**config.mk**
```make
export PLATFORM = sky130hd
export DESIGN_NAME = vme_dual_bank_mem_slave
export DESIGN_NICKNAME = d
export VERILOG_FILES = /design/src/rtl/vmem_pkg.sv /design/src/rtl/vmem_am_filter.sv /design/src/rtl/vmem_bank_decode.sv /design/src/rtl/vmem_cycle_ctrl.sv /design/src/rtl/vme_dual_bank_mem_slave.sv
export SDC_FILE = /design/constraint.sdc
export NUM_CORES = 1
export LEC_CHECK = 0
export BUFFER_PORTS_ARGS = -buffer_cell sky130_fd_sc_hd__clkbuf_2
export CORE_ASPECT_RATIO = 1.4
export CORE_MARGIN = 2
export CORE_UTILIZATION = 45
export CTS_CLUSTER_DIAMETER = 100
export DETAILED_ROUTE_END_ITERATION = 7
export GPL_TIMING_DRIVEN = 0
export HOLD_SLACK_MARGIN = 0.08
export PLACE_DENSITY = 0.81
export SLEW_MARGIN = 20
export SYNTH_ARGS = -nofsm -noshare
export SYNTH_HDL_FRONTEND = slang
export SYNTH_SLANG_ARGS = --single-unit
```
**constraint.sdc**
```tcl
create_clock -name clk -period 2.2 [get_ports clk]
set_input_delay 0.22 -clock clk [delete_from_list [all_inputs] [get_ports clk]]
set_output_delay 0.22 -clock clk [all_outputs]
set_load 0.05 [all_outputs]
```
**src/rtl/vmem_pkg.sv**
```systemverilog
`timescale 1ns/1ps
package vmem_pkg;

   localparam logic [5:0] AM_SUP_DATA = 6'h3D;
   localparam logic [5:0] AM_SUP_PROG = 6'h3E;
   localparam logic [5:0] AM_USR_DATA = 6'h39;
   localparam logic [5:0] AM_USR_PROG = 6'h3A;

   localparam int unsigned BASE_W  = 9;
   localparam int unsigned CAP_W   = 3;
   localparam int unsigned SPD_W   = 2;
   localparam logic [2:0]  CAP_MAX = 3'd4;

   typedef enum logic [1:0] {
      CYC_IDLE = 2'd0,
      CYC_WAIT = 2'd1,
      CYC_ACK  = 2'd2
   } cyc_state_t;

   typedef struct packed {
      logic [BASE_W-1:0] base;
      logic [CAP_W-1:0]  cap;
      logic              super_only;
      logic              data_en;
      logic              prog_en;
      logic [SPD_W-1:0]  speed;
   } bank_cfg_t;

   // wait cycles for a speed code, rounded up, never below one
   function automatic int unsigned wait_cycles(input int unsigned code,
                                               input int unsigned fast_ns,
                                               input int unsigned step_ns,
                                               input int unsigned clk_ns);
      int unsigned ns;
      int unsigned n;
      ns = fast_ns + step_ns * code;
      n  = (ns + clk_ns - 1) / clk_ns;
      return (n == 0) ? 1 : n;
   endfunction

endpackage

```
**src/rtl/vmem_am_filter.sv**
```systemverilog
`timescale 1ns/1ps
module vmem_am_filter
   import vmem_pkg::*;
(
   input  logic [5:0] am,
   input  logic       super_only,
   input  logic       data_en,
   input  logic       prog_en,
   output logic       ok
);

   always_comb begin
      unique case (am)
         AM_SUP_DATA: ok = data_en;
         AM_SUP_PROG: ok = prog_en;
         AM_USR_DATA: ok = data_en & ~super_only;
         AM_USR_PROG: ok = prog_en & ~super_only;
         default:     ok = 1'b0;
      endcase
   end

endmodule

```
**src/rtl/vmem_bank_decode.sv**
```systemverilog
`timescale 1ns/1ps
module vmem_bank_decode
   import vmem_pkg::*;
(
   input  logic [23:1]  addr,
   input  logic [5:0]   am,
   input  bank_cfg_t    cfg,
   output logic         hit,
   output logic         pair
);

   logic              am_ok;
   logic              size_ok;
   logic              base_ok;
   logic [BASE_W-1:0] cmp_mask;
   logic [BASE_W-1:0] diff;

   vmem_am_filter u_am (
      .am         (am),
      .super_only (cfg.super_only),
      .data_en    (cfg.data_en),
      .prog_en    (cfg.prog_en),
      .ok         (am_ok)
   );

   always_comb begin
      size_ok  = (cfg.cap <= CAP_MAX);
      cmp_mask = {BASE_W{1'b1}} << cfg.cap;
      diff     = addr[23:15] ^ cfg.base;
      base_ok  = ((diff & cmp_mask) == '0);
      unique case (cfg.cap)
         3'd0:    pair = addr[14];
         3'd1:    pair = addr[15];
         3'd2:    pair = addr[16];
         3'd3:    pair = addr[17];
         3'd4:    pair = addr[18];
         default: pair = 1'b0;
      endcase
      hit = size_ok & base_ok & am_ok;
   end

endmodule

```
**src/rtl/vmem_cycle_ctrl.sv**
```systemverilog
`timescale 1ns/1ps
module vmem_cycle_ctrl
   import vmem_pkg::*;
#(
   parameter int unsigned NUM_BANKS      = 2,
   parameter int unsigned CHIPS_PER_BANK = 4,
   parameter int unsigned WAIT_W         = 3,
   localparam int unsigned SEL_W         = (NUM_BANKS > 1) ? $clog2(NUM_BANKS) : 1,
   localparam int unsigned CE_W          = NUM_BANKS * CHIPS_PER_BANK
)(
   input  logic                      clk,
   input  logic                      rst_n,
   input  logic                      as_n,
   input  logic [1:0]                ds_n,
   input  logic                      write_n,
   input  logic                      undervolt,
   input  logic [NUM_BANKS-1:0]      hit,
   input  logic [NUM_BANKS-1:0]      pair,
   input  logic [WAIT_W-1:0]         bank_wait [NUM_BANKS],
   output logic                      dtack_n,
   output logic [CE_W-1:0]           ce_n,
   output logic                      oe_n,
   output logic                      we_n,
   output logic [NUM_BANKS-1:0]      busy,
   output logic                      overlap
);

   cyc_state_t        state_q;
   logic [WAIT_W-1:0] cnt_q;
   logic [CE_W-1:0]   ce_q;
   logic [CE_W-1:0]   ce_next;
   logic [SEL_W-1:0]  sel_q;
   logic [SEL_W-1:0]  start_sel;
   logic              wr_q;
   logic              ovl_q;
   logic              dtack_q;
   logic              strobe_on;
   logic              strobe_off;
   logic              start;
   logic              active;

   always_comb begin
      strobe_on  = ~as_n & (ds_n != 2'b11);
      strobe_off = (ds_n == 2'b11);
      start      = strobe_on & (|hit);
      start_sel  = '0;
      for (int b = NUM_BANKS - 1; b >= 0; b--) begin
         if (hit[b]) start_sel = SEL_W'(b);
      end
      ce_next = '1;
      for (int b = 0; b < NUM_BANKS; b++) begin
         for (int k = 0; k < CHIPS_PER_BANK; k++) begin
            if (start_sel == SEL_W'(b) && (k / 2) == int'(pair[b])) begin
               ce_next[b*CHIPS_PER_BANK + k] = ds_n[k % 2];
            end
         end
      end
   end

   always_ff @(posedge clk or negedge rst_n) begin
      if (!rst_n) begin
         state_q <= CYC_IDLE;
         cnt_q   <= '0;
         ce_q    <= '1;
         sel_q   <= '0;
         wr_q    <= 1'b0;
         ovl_q   <= 1'b0;
         dtack_q <= 1'b1;
      end else begin
         unique case (state_q)
            CYC_IDLE: begin
               if (start) begin
                  state_q <= CYC_WAIT;
                  sel_q   <= start_sel;
                  cnt_q   <= bank_wait[start_sel] - 1'b1;
                  ce_q    <= ce_next;
                  wr_q    <= ~write_n;
                  ovl_q   <= ($countones(hit) > 1);
               end
            end
            CYC_WAIT: begin
               if (strobe_off || as_n) begin
                  state_q <= CYC_IDLE;
                  ce_q    <= '1;
                  wr_q    <= 1'b0;
                  ovl_q   <= 1'b0;
               end else if (cnt_q == '0) begin
                  state_q <= CYC_ACK;
                  dtack_q <= 1'b0;
               end else begin
                  cnt_q <= cnt_q - 1'b1;
               end
            end
            CYC_ACK: begin
               if (strobe_off) begin
                  state_q <= CYC_IDLE;
                  dtack_q <= 1'b1;
                  ce_q    <= '1;
                  wr_q    <= 1'b0;
                  ovl_q   <= 1'b0;
               end
            end
            default: state_q <= CYC_IDLE;
         endcase
      end
   end

   always_comb begin
      active  = (state_q != CYC_IDLE);
      dtack_n = dtack_q;
      ce_n    = ce_q;
      oe_n    = ~(active & ~wr_q);
      we_n    = ~(active & wr_q & ~undervolt);
      overlap = active & ovl_q;
      for (int b = 0; b < NUM_BANKS; b++) begin
         busy[b] = active && (sel_q == SEL_W'(b));
      end
   end

endmodule

```
**src/rtl/vme_dual_bank_mem_slave.sv**
```systemverilog
`timescale 1ns/1ps
module vme_dual_bank_mem_slave
   import vmem_pkg::*;
#(
   parameter int unsigned CLK_PERIOD_NS  = 50,
   parameter int unsigned FASTEST_NS     = 100,
   parameter int unsigned SPEED_STEP_NS  = 50,
   parameter int unsigned CHIPS_PER_BANK = 4
)(
   input  logic        clk,
   input  logic        rst_n,
   input  logic [23:1] vme_addr,
   input  logic [5:0]  vme_am,
   input  logic        vme_as_n,
   input  logic [1:0]  vme_ds_n,
   input  logic        vme_write_n,
   input  logic        undervolt,
   input  logic        sysreset_en,
   input  logic [8:0]  b1_base,
   input  logic [2:0]  b1_cap,
   input  logic        b1_super_only,
   input  logic        b1_data_en,
   input  logic        b1_prog_en,
   input  logic [1:0]  b1_speed,
   input  logic [8:0]  b2_base,
   input  logic [2:0]  b2_cap,
   input  logic        b2_super_only,
   input  logic        b2_data_en,
   input  logic        b2_prog_en,
   input  logic [1:0]  b2_speed,
   output logic        dtack_n,
   output logic [7:0]  chip_ce_n,
   output logic        chip_oe_n,
   output logic        chip_we_n,
   output logic [1:0]  bank_busy,
   output logic        overlap_err,
   output logic        sysreset_n
);

   localparam int unsigned NUM_BANKS   = 2;
   localparam int unsigned NUM_SPEEDS  = 1 << SPD_W;
   localparam int unsigned MAX_WAIT    =
      wait_cycles(NUM_SPEEDS - 1, FASTEST_NS, SPEED_STEP_NS, CLK_PERIOD_NS);
   localparam int unsigned WAIT_W      = $clog2(MAX_WAIT + 1);

   if (CLK_PERIOD_NS == 0) begin : g_bad_clk
      $error("CLK_PERIOD_NS must be nonzero");
   end
   if (CHIPS_PER_BANK != 4) begin : g_bad_chips
      $error("CHIPS_PER_BANK must be 4: two byte lanes times two pairs");
   end
   if (FASTEST_NS == 0) begin : g_bad_fast
      $error("FASTEST_NS must be nonzero");
   end

   bank_cfg_t         cfg       [NUM_BANKS];
   logic [WAIT_W-1:0] wait_tab  [NUM_SPEEDS];
   logic [WAIT_W-1:0] bank_wait [NUM_BANKS];
   logic [NUM_BANKS-1:0] hit;
   logic [NUM_BANKS-1:0] pair;

   assign cfg[0] = '{base: b1_base, cap: b1_cap, super_only: b1_super_only,
                     data_en: b1_data_en, prog_en: b1_prog_en, speed: b1_speed};
   assign cfg[1] = '{base: b2_base, cap: b2_cap, super_only: b2_super_only,
                     data_en: b2_data_en, prog_en: b2_prog_en, speed: b2_speed};

   for (genvar s = 0; s < NUM_SPEEDS; s++) begin : g_wait
      assign wait_tab[s] =
         WAIT_W'(wait_cycles(s, FASTEST_NS, SPEED_STEP_NS, CLK_PERIOD_NS));
   end

   for (genvar b = 0; b < NUM_BANKS; b++) begin : g_bank
      assign bank_wait[b] = wait_tab[cfg[b].speed];
      vmem_bank_decode u_dec (
         .addr (vme_addr),
         .am   (vme_am),
         .cfg  (cfg[b]),
         .hit  (hit[b]),
         .pair (pair[b])
      );
   end

   vmem_cycle_ctrl #(
      .NUM_BANKS      (NUM_BANKS),
      .CHIPS_PER_BANK (CHIPS_PER_BANK),
      .WAIT_W         (WAIT_W)
   ) u_ctrl (
      .clk       (clk),
      .rst_n     (rst_n),
      .as_n      (vme_as_n),
      .ds_n      (vme_ds_n),
      .write_n   (vme_write_n),
      .undervolt (undervolt),
      .hit       (hit),
      .pair      (pair),
      .bank_wait (bank_wait),
      .dtack_n   (dtack_n),
      .ce_n      (chip_ce_n),
      .oe_n      (chip_oe_n),
      .we_n      (chip_we_n),
      .busy      (bank_busy),
      .overlap   (overlap_err)
   );

   assign sysreset_n = ~(undervolt & sysreset_en);

endmodule

```
==> results of run 1 <==
-- final cells by class --
class / instances / share of cell area [%]
Inverter: 6 / 1.04
Clock buffer: 3 / 1.91
Sequential cell: 17 / 20.2
Buffer: 3 / 1.27
Clock inverter: 1 / 0.232
Multi-Input combinational cell: 141 / 54.2
Timing Repair Buffer: 77 / 18.8
Tap cell: 40 / 2.32
-- worst max-delay path: cells and delay by family --
family / cells / cell delay, ps
muxes: 1 / 350
AOI/OAI and AO/OA: 3 / 700
adders and majority gates: 1 / 180
and+or+nand+nor: 4 / 680
buffers and inverters: 1 / 100
xor gates and xnor gates: 1 / 170
-- state kept, by name, indices dropped and copies added (netlist names) --
register        flops
u_ctrl.wr_q         1
u_ctrl.cnt_q        3
u_ctrl.ovl_q        1
u_ctrl.ce_n         8
u_ctrl.dtack_n      1
u_ctrl.state_q      2
u_ctrl.sel_q        1
-- routing by layer --
layer  track usage [%]  part of all wire [%]
met4              10.8                   2.9
met5                 0                     0
met1              20.2                    36
met3              1.42                   6.2
met2              36.2                    54
-- cell usage after synthesis, drive strengths merged (3+ instances only) --
| master | count |
|---|---|
| nand2 | 16 |
| xor2 | 16 |
| mux2 | 13 |
| nor2 | 13 |
| dfstp | 9 |
| dfrtp | 8 |
| a21oi | 7 |
| nand3 | 7 |
| inv | 6 |
| o21ai | 6 |
| ha | 5 |
| nand3b | 5 |
| nor3 | 5 |
| nor2b | 4 |
| a31oi | 3 |
| nand4 | 3 |
| nor4 | 3 |
-- power breakdown --
| group | switching (mW) | internal, mW | total [mW] |
|---|---|---|---|
| combinational | 0.706 | 0.462 | 1.17 |
| sequential | 0.0540 | 0.419 | 0.473 |
| clock | 0.108 | 0.126 | 0.234 |
| total | 0.868 | 1.01 | 1.87 |
-- through the flow --
step	setup TNS (ps)	area [µm²]	util, %	hold WS [ps]	instances
global route	-227	2160	64.6	292	288
floorplan	0	1560	-	-75.6	167
finish	-69.5	2160	64.6	284	288
global placement	-739	1970	58.8	167	279
detailed placement	-800	1970	58.8	173	279
CTS	-46.2	2040	60.9	289	285
-- worst max-delay path by stage --
| stage | start | end | slack (ps) | cells past startpoint |
|---|---|---|---|---|
| after detailed placement | vme_addr[17] | u_ctrl.cnt_q[2]$_DFFE_PN0P_ | -450 | 11 |
| after global routing | vme_addr[22] | u_ctrl.cnt_q[2]$_DFFE_PN0P_ | -190 | 11 |
| after global placement | vme_addr[17] | u_ctrl.cnt_q[2]$_DFFE_PN0P_ | -440 | 11 |
| after floorplan | b2_base[6] | u_ctrl.cnt_q[2]$_DFFE_PN0P_ | 20 | 10 |
| final | vme_addr[22] | u_ctrl.cnt_q[2]$_DFFE_PN0P_ | -70 | 11 |
| after CTS | vme_addr[21] | u_ctrl.cnt_q[2]$_DFFE_PN0P_ | -50 | 11 |
-- cells in the final DEF (no fill, tap or decap), drive strengths merged, types with 5 or more instances in the layout --
master and count:
buf 7, nor2 13, nand3b 5, a21oi 7, dfstp 9, clkbuf 75, xor2 16, mux2 13
nand3 7, nor3 5, ha 5, o21ai 6, inv 6, dfrtp 8, nand2 16
-- repair_timing --
item	CTS	global route
pin swaps	5	9
cloned	0	0
buffers inserted	1	3
endpoints found under the hold margin	8	0
resized for setup	2	20
hold buffers	1	0
setup endpoints to repair	2	3
-- kinds of logic (layout without fill, tap and decap cells) --
group                      after synthesis  count (layout)
DFF                                     17              17
AOI/OAI and AO/OA                       32              32
xor gates and xnor gates                18              18
buffers and inverters                    9              90
and+or+nand+nor                         69              69
adders and majority gates                5               5
muxes                                   17              17
==> results.cfg, run 1 <==
[global_route]
track_usage_pct = 19.3
grt_pass1_vias = 1397
grt_max_degree = 18
grt_pass1_wl_mm = 5.62
antenna_found_initial = 0
overflow = 0

[worst_setup_path]
regToRegSetupSlack_ps = 60
end_kind = flop
crit_chain = buf_6 > xor2_2 > nor4_2 > nand4_1 > a211oi_4 > mux2_4 > nor2_4 > a21oi_2 > ha_4 > o41ai_4 > nor3b_2
crit_required_ps = 2340
reg2reg_depth = 9
r2r-end = u_ctrl.cnt_q[2]$_DFFE_PN0P_
critPathMaxStageDelay_ps = 350
cp_max_fo = 4
worstSetupStartpointType = primary input
crit_path_top_delay_cell = mux2_4
crit_arrival_ps = 2410
setup.worst_path.class = in2reg
rr_startpoint = u_ctrl.state_q[1]$_DFFE_PN0P_

[synth]
ys_top_cells_by_area = dfstp_2 15%, dfrtp_1 13%, mux2_2 9.5%, xor2_1 9.1%, ha_1 4.0%
synth_top_area_share_pct = 15.3
avgSynthCellArea_um2 = 9.26
synth_top_family_by_area = simple AND/OR/NAND/NOR gates
synth-compound-area-share_pct = 16.5
ys_types = 51
synth_top_area_cell = dfstp_2
synth_edf_count = 0
synth_mux_area_share_pct = 14.2
async_flop_share_pct = 100
synth_flop_cell = dfstp_2
synth_nets = 243
synth_xor_area_share_pct = 10.2
syn_inst = 167
seq_area_frac_synth_pct = 28.2
synth_area_um2 = 1550
ys_ff_latch = 17
yosys_warnings = 0
synth-simple-area-share_pct = 23.9
yosys.area_share.adder_pct = 4.05

[cts]
cts_buffers = 3
clk_pin_slew_ps = 70
cts_root_buf = clkbuf_8
cts_tree = built
clk_path_buf_depth = 2
cts.sinks = 17
clk-insertion-delay-late_ps = 250
cts_max_level = 1

[cells_and_area]
fillerInstances = 282
nets = 325
n_antenna_cell = 0
multiInputGateArea_um2 = 1170
drive_gt1_share_pct = 50.8
area_delta_synth_final_pct = 39.7
seq_area_um2 = 437

[sta]
finClkSkew_ps = 3.83
slew_headroom_pct = 63.6
fin_ws_ps = -69.5
fmax_mhz = 441
fin_crit_ps = 2270
tightest_slew_ps = 541
setup_viol = 1
hold_violations = 0
fin_crit_sh_pct = 103
drv_slew = 0
rsz0062_at_grt = true

[power]
ir_worst_vdd_v = 0.000606
p_per_area_nw_per_um2 = 867
p_leak_nw = 0.998
power.total_mw = 1.87

[drt]
route.detailed.drc = 0
wire_per_inst_um = 13.0
vias = 1552
vias_per_cell = 5.39
dr.pass1.iters = 4
drt_iter0_drc = 22
wl_mm = 3.73
final_antenna_net_count = 0

[floorplanning]
rows = 25
ios = 86
die_h_um = 73.4
die_width_um = 53.5
dieArea_um2 = 3930
initial_core_util_pct = 46.2
core_area_um2 = 3350

[worst_hold_path]
hold_start = vme_write_n
hold-path-endpoint = u_ctrl.wr_q$_DFFE_PN0P_
hold_class = in2reg
hold_path_depth = 3

[placed_design]
place_ws_ps = -455
hpwl_mm = 2.94
io_buffers = 72
gp_congestion = 0.856

[status]
violations = negative setup slack
status = finished with violations

[run]
cap_violations = 0
Note: power is estimated with default switching activity, not from simulation.
==> run 2: changes to the inputs <==
ABC_AREA = 1   (was default)
CORE_UTILIZATION = 46   (was 45)
PLACE_DENSITY = 0.8   (was 0.81)
==> run 2 against run 1 <==
Net effect:
- the run now ends clean
- hold slack worse by 53 ps
- sequential cell count unchanged
- first-iteration DRC count rose by 110%
- critical path depth fell by 5
- synthesized cell count increased by 64%
- clock skew hardly changed
- non-clock buffer count fell by 3
- synthesized area grew 12%
- largest cell class unchanged
==> results.cfg, run 2 <==
[worst_setup_path]
regToRegSetupSlack_ps = 280
cp_top_family = buffers and inverters
critPathMaxStageDelay_ps = 420
crit_path_top_delay_cell = dfrtp_1
crit_path_start = u_ctrl.state_q[0]$_DFFE_PN0P_
reg2reg_depth = 11
path_common_cell = inv_1
r2r-end = u_ctrl.cnt_q[2]$_DFFE_PN0P_
cp_max_fo = 8
setup.worst_path.class = reg2out
crit_required_ps = 1980
worstSetupStartpointType = flop
crit_chain = inv_1 > ha_1 > clkbuf_1 > inv_1 > nand3b_1 > clkbuf_2
rr_startpoint = u_ctrl.state_q[1]$_DFFE_PN0P_
worst-path-buf-inv = 4
end_kind = output pin
crit_arrival_ps = 1750

[cts]
cts_tree = built
cts_buffers = 3
cts_root_buf = clkbuf_8
clk_pin_slew_ps = 70
cts.sinks = 17
cts_max_level = 1
post_cts_resized = 0
clk_path_buf_depth = 2
postCtsSetupRepairBufs = 0
postCtsHoldBufs = 1
clk-insertion-delay-late_ps = 250

[placed_design]
place_ws_ps = 92.6
io_buffers = 72
hpwl_mm = 3.43
place_inst = 388
gp_congestion = 0.850

[worst_hold_path]
hold_start = vme_write_n
hold_path_depth = 3
hold-path-endpoint = u_ctrl.wr_q$_DFFE_PN0P_
hold_class = in2reg

[synth]
async_flop_share_pct = 100
yosys.area_share.adder_pct = 3.62
synth_common_cells = 86 x nand2_1, 37 x inv_1, 25 x nor2_1, 24 x nand3_1
seq_area_frac_synth_pct = 25.3
synth-simple-area-share_pct = 43.4
ys_types = 30
synth_top_area_share_pct = 18.7
synth_nets = 350
synth_most_common_cell = nand2_1
synth_area_um2 = 1730
ys_top_cells_by_area = nand2_1 19%, dfstp_2 14%, dfrtp_1 12%, inv_1 8.0%, nand3_1 7.0%
synth-compound-area-share_pct = 12.2
avgSynthCellArea_um2 = 6.31
syn_inst = 274
synth_edf_count = 0
synth_top_family_by_area = simple AND/OR/NAND/NOR gates
synth_flop_cell = dfstp_2
synth_xor_area_share_pct = 4.56
synth_top_area_cell = nand2_1
yosys_warnings = 0
ys_ff_latch = 17
synth_mux_area_share_pct = 0

[sta]
tightest_slew_ps = 433
fin_crit_sh_pct = 89.5
fin_crit_ps = 1970
drv_slew = 0
tns_ps = 0
slew_headroom_pct = 71.1
setup_viol = 0
finClkSkew_ps = 3.35
rsz0062_at_grt = false
hold_violations = 0
fmax_mhz = 508
fin_ws_ps = 230

[cells_and_area]
layout_common_cells = 86 x nand2_1, 72 x clkbuf_2, 37 x inv_1, 25 x nor2_1, 24 x nand3_1
fillerInstances = 348
nets = 428
fin_cells = 393
n_antenna_cell = 0
postLayoutCoreUtil_pct = 60.8
drive_gt1_share_pct = 34.5
area_delta_synth_final_pct = 27.1
final_common_cell = nand2_1
largest_register_ffs = 8

[power]
power.total_mw = 2.51
p_per_area_nw_per_um2 = 1140
p_leak_nw = 1.25
ir_worst_vdd_v = 0.00103

[drt]
route.detailed.drc = 0
dr.pass1.iters = 6
wl_mm = 4.03
final_antenna_net_count = 0
vias_per_cell = 4.82
wire_per_inst_um = 10.3
vias = 1893
drt_iter0_drc = 47

[floorplanning]
die_h_um = 76.5
die_width_um = 55.8
initial_core_util_pct = 47.9
rows = 26
core_area_um2 = 3610
dieArea_um2 = 4270
ios = 86

[status]
status = finished, final reports clean

[global_route]
grt_pass1_vias = 1697
antenna_found_initial = 0
overflow = 0
grt_max_degree = 18
track_usage_pct = 19.0
grt_pass1_wl_mm = 6.73

[run]
cap_violations = 0
==> run 2: changes by cell type after synthesis, moves of 7 or more <==
cell     change
nand2_1     +70
nand2_2      +7
inv_1       +31
xor2_1       -9
nor2_1      +12
nand3_1     +17
mux2_2      -13
o21ai_2      +8
==> run 2: stage by stage <==
step / cell area (µm²) / hold WS (ps)
after global placement: 2140 / 177
after floorplan: 1730 / -75.6
after detailed placement: 2140 / 180
after global routing: 2200 / 233
final: 2200 / 232
after CTS: 2200 / 230
==> run 2: how the worst max path moves through the flow <==
stage / end / slack, ps / cells past startpoint
final: chip_we_n / 230 / 6
after global routing: u_ctrl.cnt_q[2]$_DFFE_PN0P_ / 70 / 11
after CTS: chip_we_n / 220 / 6
after detailed placement: u_ctrl.cnt_q[2]$_DFFE_PN0P_ / 90 / 19
after global placement: u_ctrl.cnt_q[2]$_DFFE_PN0P_ / 140 / 17
after floorplan: u_ctrl.cnt_q[2]$_DFFE_PN0P_ / 450 / 16
==> run 2: worst register-to-register path, delay by kind of cell (launching register included) <==
kind / cells / cell delay, ps
AOI/OAI and AO/OA: 1 / 110
adders and majority gates: 2 / 360
buffers and inverters: 4 / 560
DFF: 1 / 420
and+or+nand+nor: 4 / 370
==> run 2: final cells by class <==
| cell class | instances | area (µm²) | area share, % |
|---|---|---|---|
| Buffer | 4 | 30.0 | 1.37 |
| Clock buffer | 4 | 45.0 | 2.05 |
| Inverter | 42 | 158 | 7.18 |
| Multi-Input combinational cell | 211 | 1100 | 50.3 |
| Sequential cell | 17 | 437 | 19.9 |
| Tap cell | 42 | 52.6 | 2.39 |
| Timing Repair Buffer | 73 | 370 | 16.9 |
==> run 2: power breakdown <==
part	internal, mW	total (mW)	leakage [nW]	switching [mW]
combinational	0.543	1.66	1.03	1.12
sequential	0.522	0.610	0.193	0.0882
clock	0.129	0.239	0.0228	0.111
total	1.19	2.51	1.25	1.32
==> run 2: logic make-up (layout without fill, tap and decap cells) <==
logic type	Yosys count	after routing
AO/OA/AOI/OAI	32	32
AND/OR/NAND/NOR	165	165
buffers and inverters	46	123
adder cells (fa/ha/maj)	5	5
XOR/XNOR	9	9
flip-flops	17	17
==> run 2: routing by layer <==
layer	track usage (%)	vias to the layer above	routed length, µm
met5	0	-	0
met4	7.32	0	50
met3	1.02	4	201
met2	37.1	66	2210
met1	20.6	816	1570
li1	-	1007	-
==> run 3: changes to the inputs <==
RECOVER_POWER = 100   (was default)
SLEW_MARGIN = 15   (was 20)
==> run 3 against run 2 <==
Net effect:
- first-iteration DRC count is 13% higher
- die area unchanged
- hold slack improved by 1.7 ps
- sequential cell count did not move
- non-clock buffer count unchanged
- sequential share of layout area is 0.54 points higher
- final area decreased by 2.6%
==> results.cfg, run 3 (synthesis gave the netlist of run 2 again) <==
[worst_setup_path]
r2r-end = u_ctrl.cnt_q[2]$_DFFE_PN0P_
crit_path_start = u_ctrl.state_q[0]$_DFFE_PN0P_
crit_required_ps = 1980
reg2reg_depth = 11
setup.worst_path.class = reg2out
cp_max_fo = 8
crit_arrival_ps = 1770
regToRegSetupSlack_ps = 280
worstSetupEndpoint = overlap_err
end_kind = output pin
rr_startpoint = u_ctrl.state_q[1]$_DFFE_PN0P_
worstSetupStartpointType = flop

[global_route]
antenna_found_initial = 0
grt_pass1_vias = 1697
grt_max_degree = 18
overflow = 0
track_usage_pct = 19.0
grt_pass1_wl_mm = 6.73

[sta]
fmax_mhz = 504
fin_crit_sh_pct = 90.2
tightest_slew_ps = 923
rsz0062_at_grt = false
hold_slack_ps = 233
finClkSkew_ps = 4.49
fin_crit_ps = 1990
tns_ps = 0
hold_violations = 0
slew_headroom_pct = 38.5
drv_slew = 0
setup_viol = 0
fin_ws_ps = 215

[cts]
cts_buffers = 3
clk-insertion-delay-late_ps = 260
clk_pin_slew_ps = 70
clk_path_buf_depth = 2
cts_max_level = 1
cts.sinks = 17
cts_tree = built
cts_root_buf = clkbuf_8
postCtsSetupRepairBufs = 0

[cells_and_area]
layout_common_cells = 86 x nand2_1, 59 x clkbuf_2, 37 x inv_1, 25 x nor2_1, 24 x nand3_1
largest_register_ffs = 8
fillerInstances = 360
area_delta_synth_final_pct = 23.8
fin_area_um2 = 2140
n_antenna_cell = 0
postLayoutCoreUtil_pct = 59.2
final_common_cell = nand2_1
nets = 428
drive_gt1_share_pct = 28.2

[floorplanning]
core_area_um2 = 3610
die_width_um = 55.8
rows = 26
die_h_um = 76.5
dieArea_um2 = 4270
initial_core_util_pct = 47.9
ios = 86

[drt]
drt_iter0_drc = 53
dr.pass1.iters = 4
final_antenna_net_count = 0
wl_mm = 4.02
vias_per_cell = 4.78
route.detailed.drc = 0
vias = 1880
wire_per_inst_um = 10.2

[power]
p_leak_nw = 1.19
ir_worst_vdd_v = 0.000974
p_per_area_nw_per_um2 = 1100

[placed_design]
hpwl_mm = 3.43
gp_congestion = 0.850
dpl-instance-area_um2 = 2140
place_ws_ps = 92.6
io_buffers = 72

[status]
status = finished, final reports clean

[run]
cap_violations = 0

[worst_hold_path]
hold_class = in2reg
## run 3: worst min-delay path by stage
| stage | startpoint | end | slack [ps] | cells past startpoint |
|---|---|---|---|---|
| 2_1_floorplan | rst_n | u_ctrl.cnt_q[0]$_DFFE_PN0P_ | -80 | 0 |
| 3_3_place_gp | rst_n | u_ctrl.wr_q$_DFFE_PN0P_ | 180 | 1 |
| 3_5_place_dp | rst_n | u_ctrl.wr_q$_DFFE_PN0P_ | 180 | 1 |
| 4_1_cts | vme_write_n | u_ctrl.wr_q$_DFFE_PN0P_ | 230 | 3 |
| 5_1_grt | vme_write_n | u_ctrl.wr_q$_DFFE_PN0P_ | 230 | 3 |
| 6_report | vme_write_n | u_ctrl.wr_q$_DFFE_PN0P_ | 230 | 3 |
## run 3: worst max-delay path, stage by stage (launching register included)
cell	delay, ps
dfrtp_1	400
inv_1	90
ha_1	190
clkbuf_1	190
nor2_1	150
clkbuf_1	480
## run 3: final cells by class
class                   instances  area [µm²]  share of cell area, %
plain buffers                   4        16.3                  0.761
clock buffers                   4        45.0                   2.11
inverters                      42         158                   7.37
multi-input cells             211        1080                   50.4
flip-flops and latches         17         437                   20.4
well taps                      42        52.6                   2.46
repair buffers                 73         353                   16.5
## run 3: routing by layer
| layer | wire length, µm | global-route usage [%] | vias up |
|---|---|---|---|
| met5 | 0 | 0 | - |
| met4 | 66 | 7.32 | 0 |
| met3 | 212 | 1.02 | 5 |
| met2 | 2190 | 37.1 | 63 |
| met1 | 1550 | 20.6 | 804 |
| li1 | - | - | 1008 |
## run 3: what timing repair did
action                                 in CTS  in global routing
hold buffers                                1                  0
setup endpoints to repair                   0                  0
endpoints found under the hold margin       8                  0
gates resized for setup                     0                  0
## run 3: power by group
part | switching [mW] | total (mW) | internal [mW]
sequential | 0.0861 | 0.608 | 0.522
combinational | 1.06 | 1.50 | 0.432
clock | 0.110 | 0.238 | 0.129
total | 1.26 | 2.34 | 1.08
## run 3: metrics by stage
stage	instances	total power, mW
floorplan	274	1.93
global placement	388	2.24
detailed placement	388	2.29
CTS	393	2.54
global route	393	2.56
finish	393	2.34
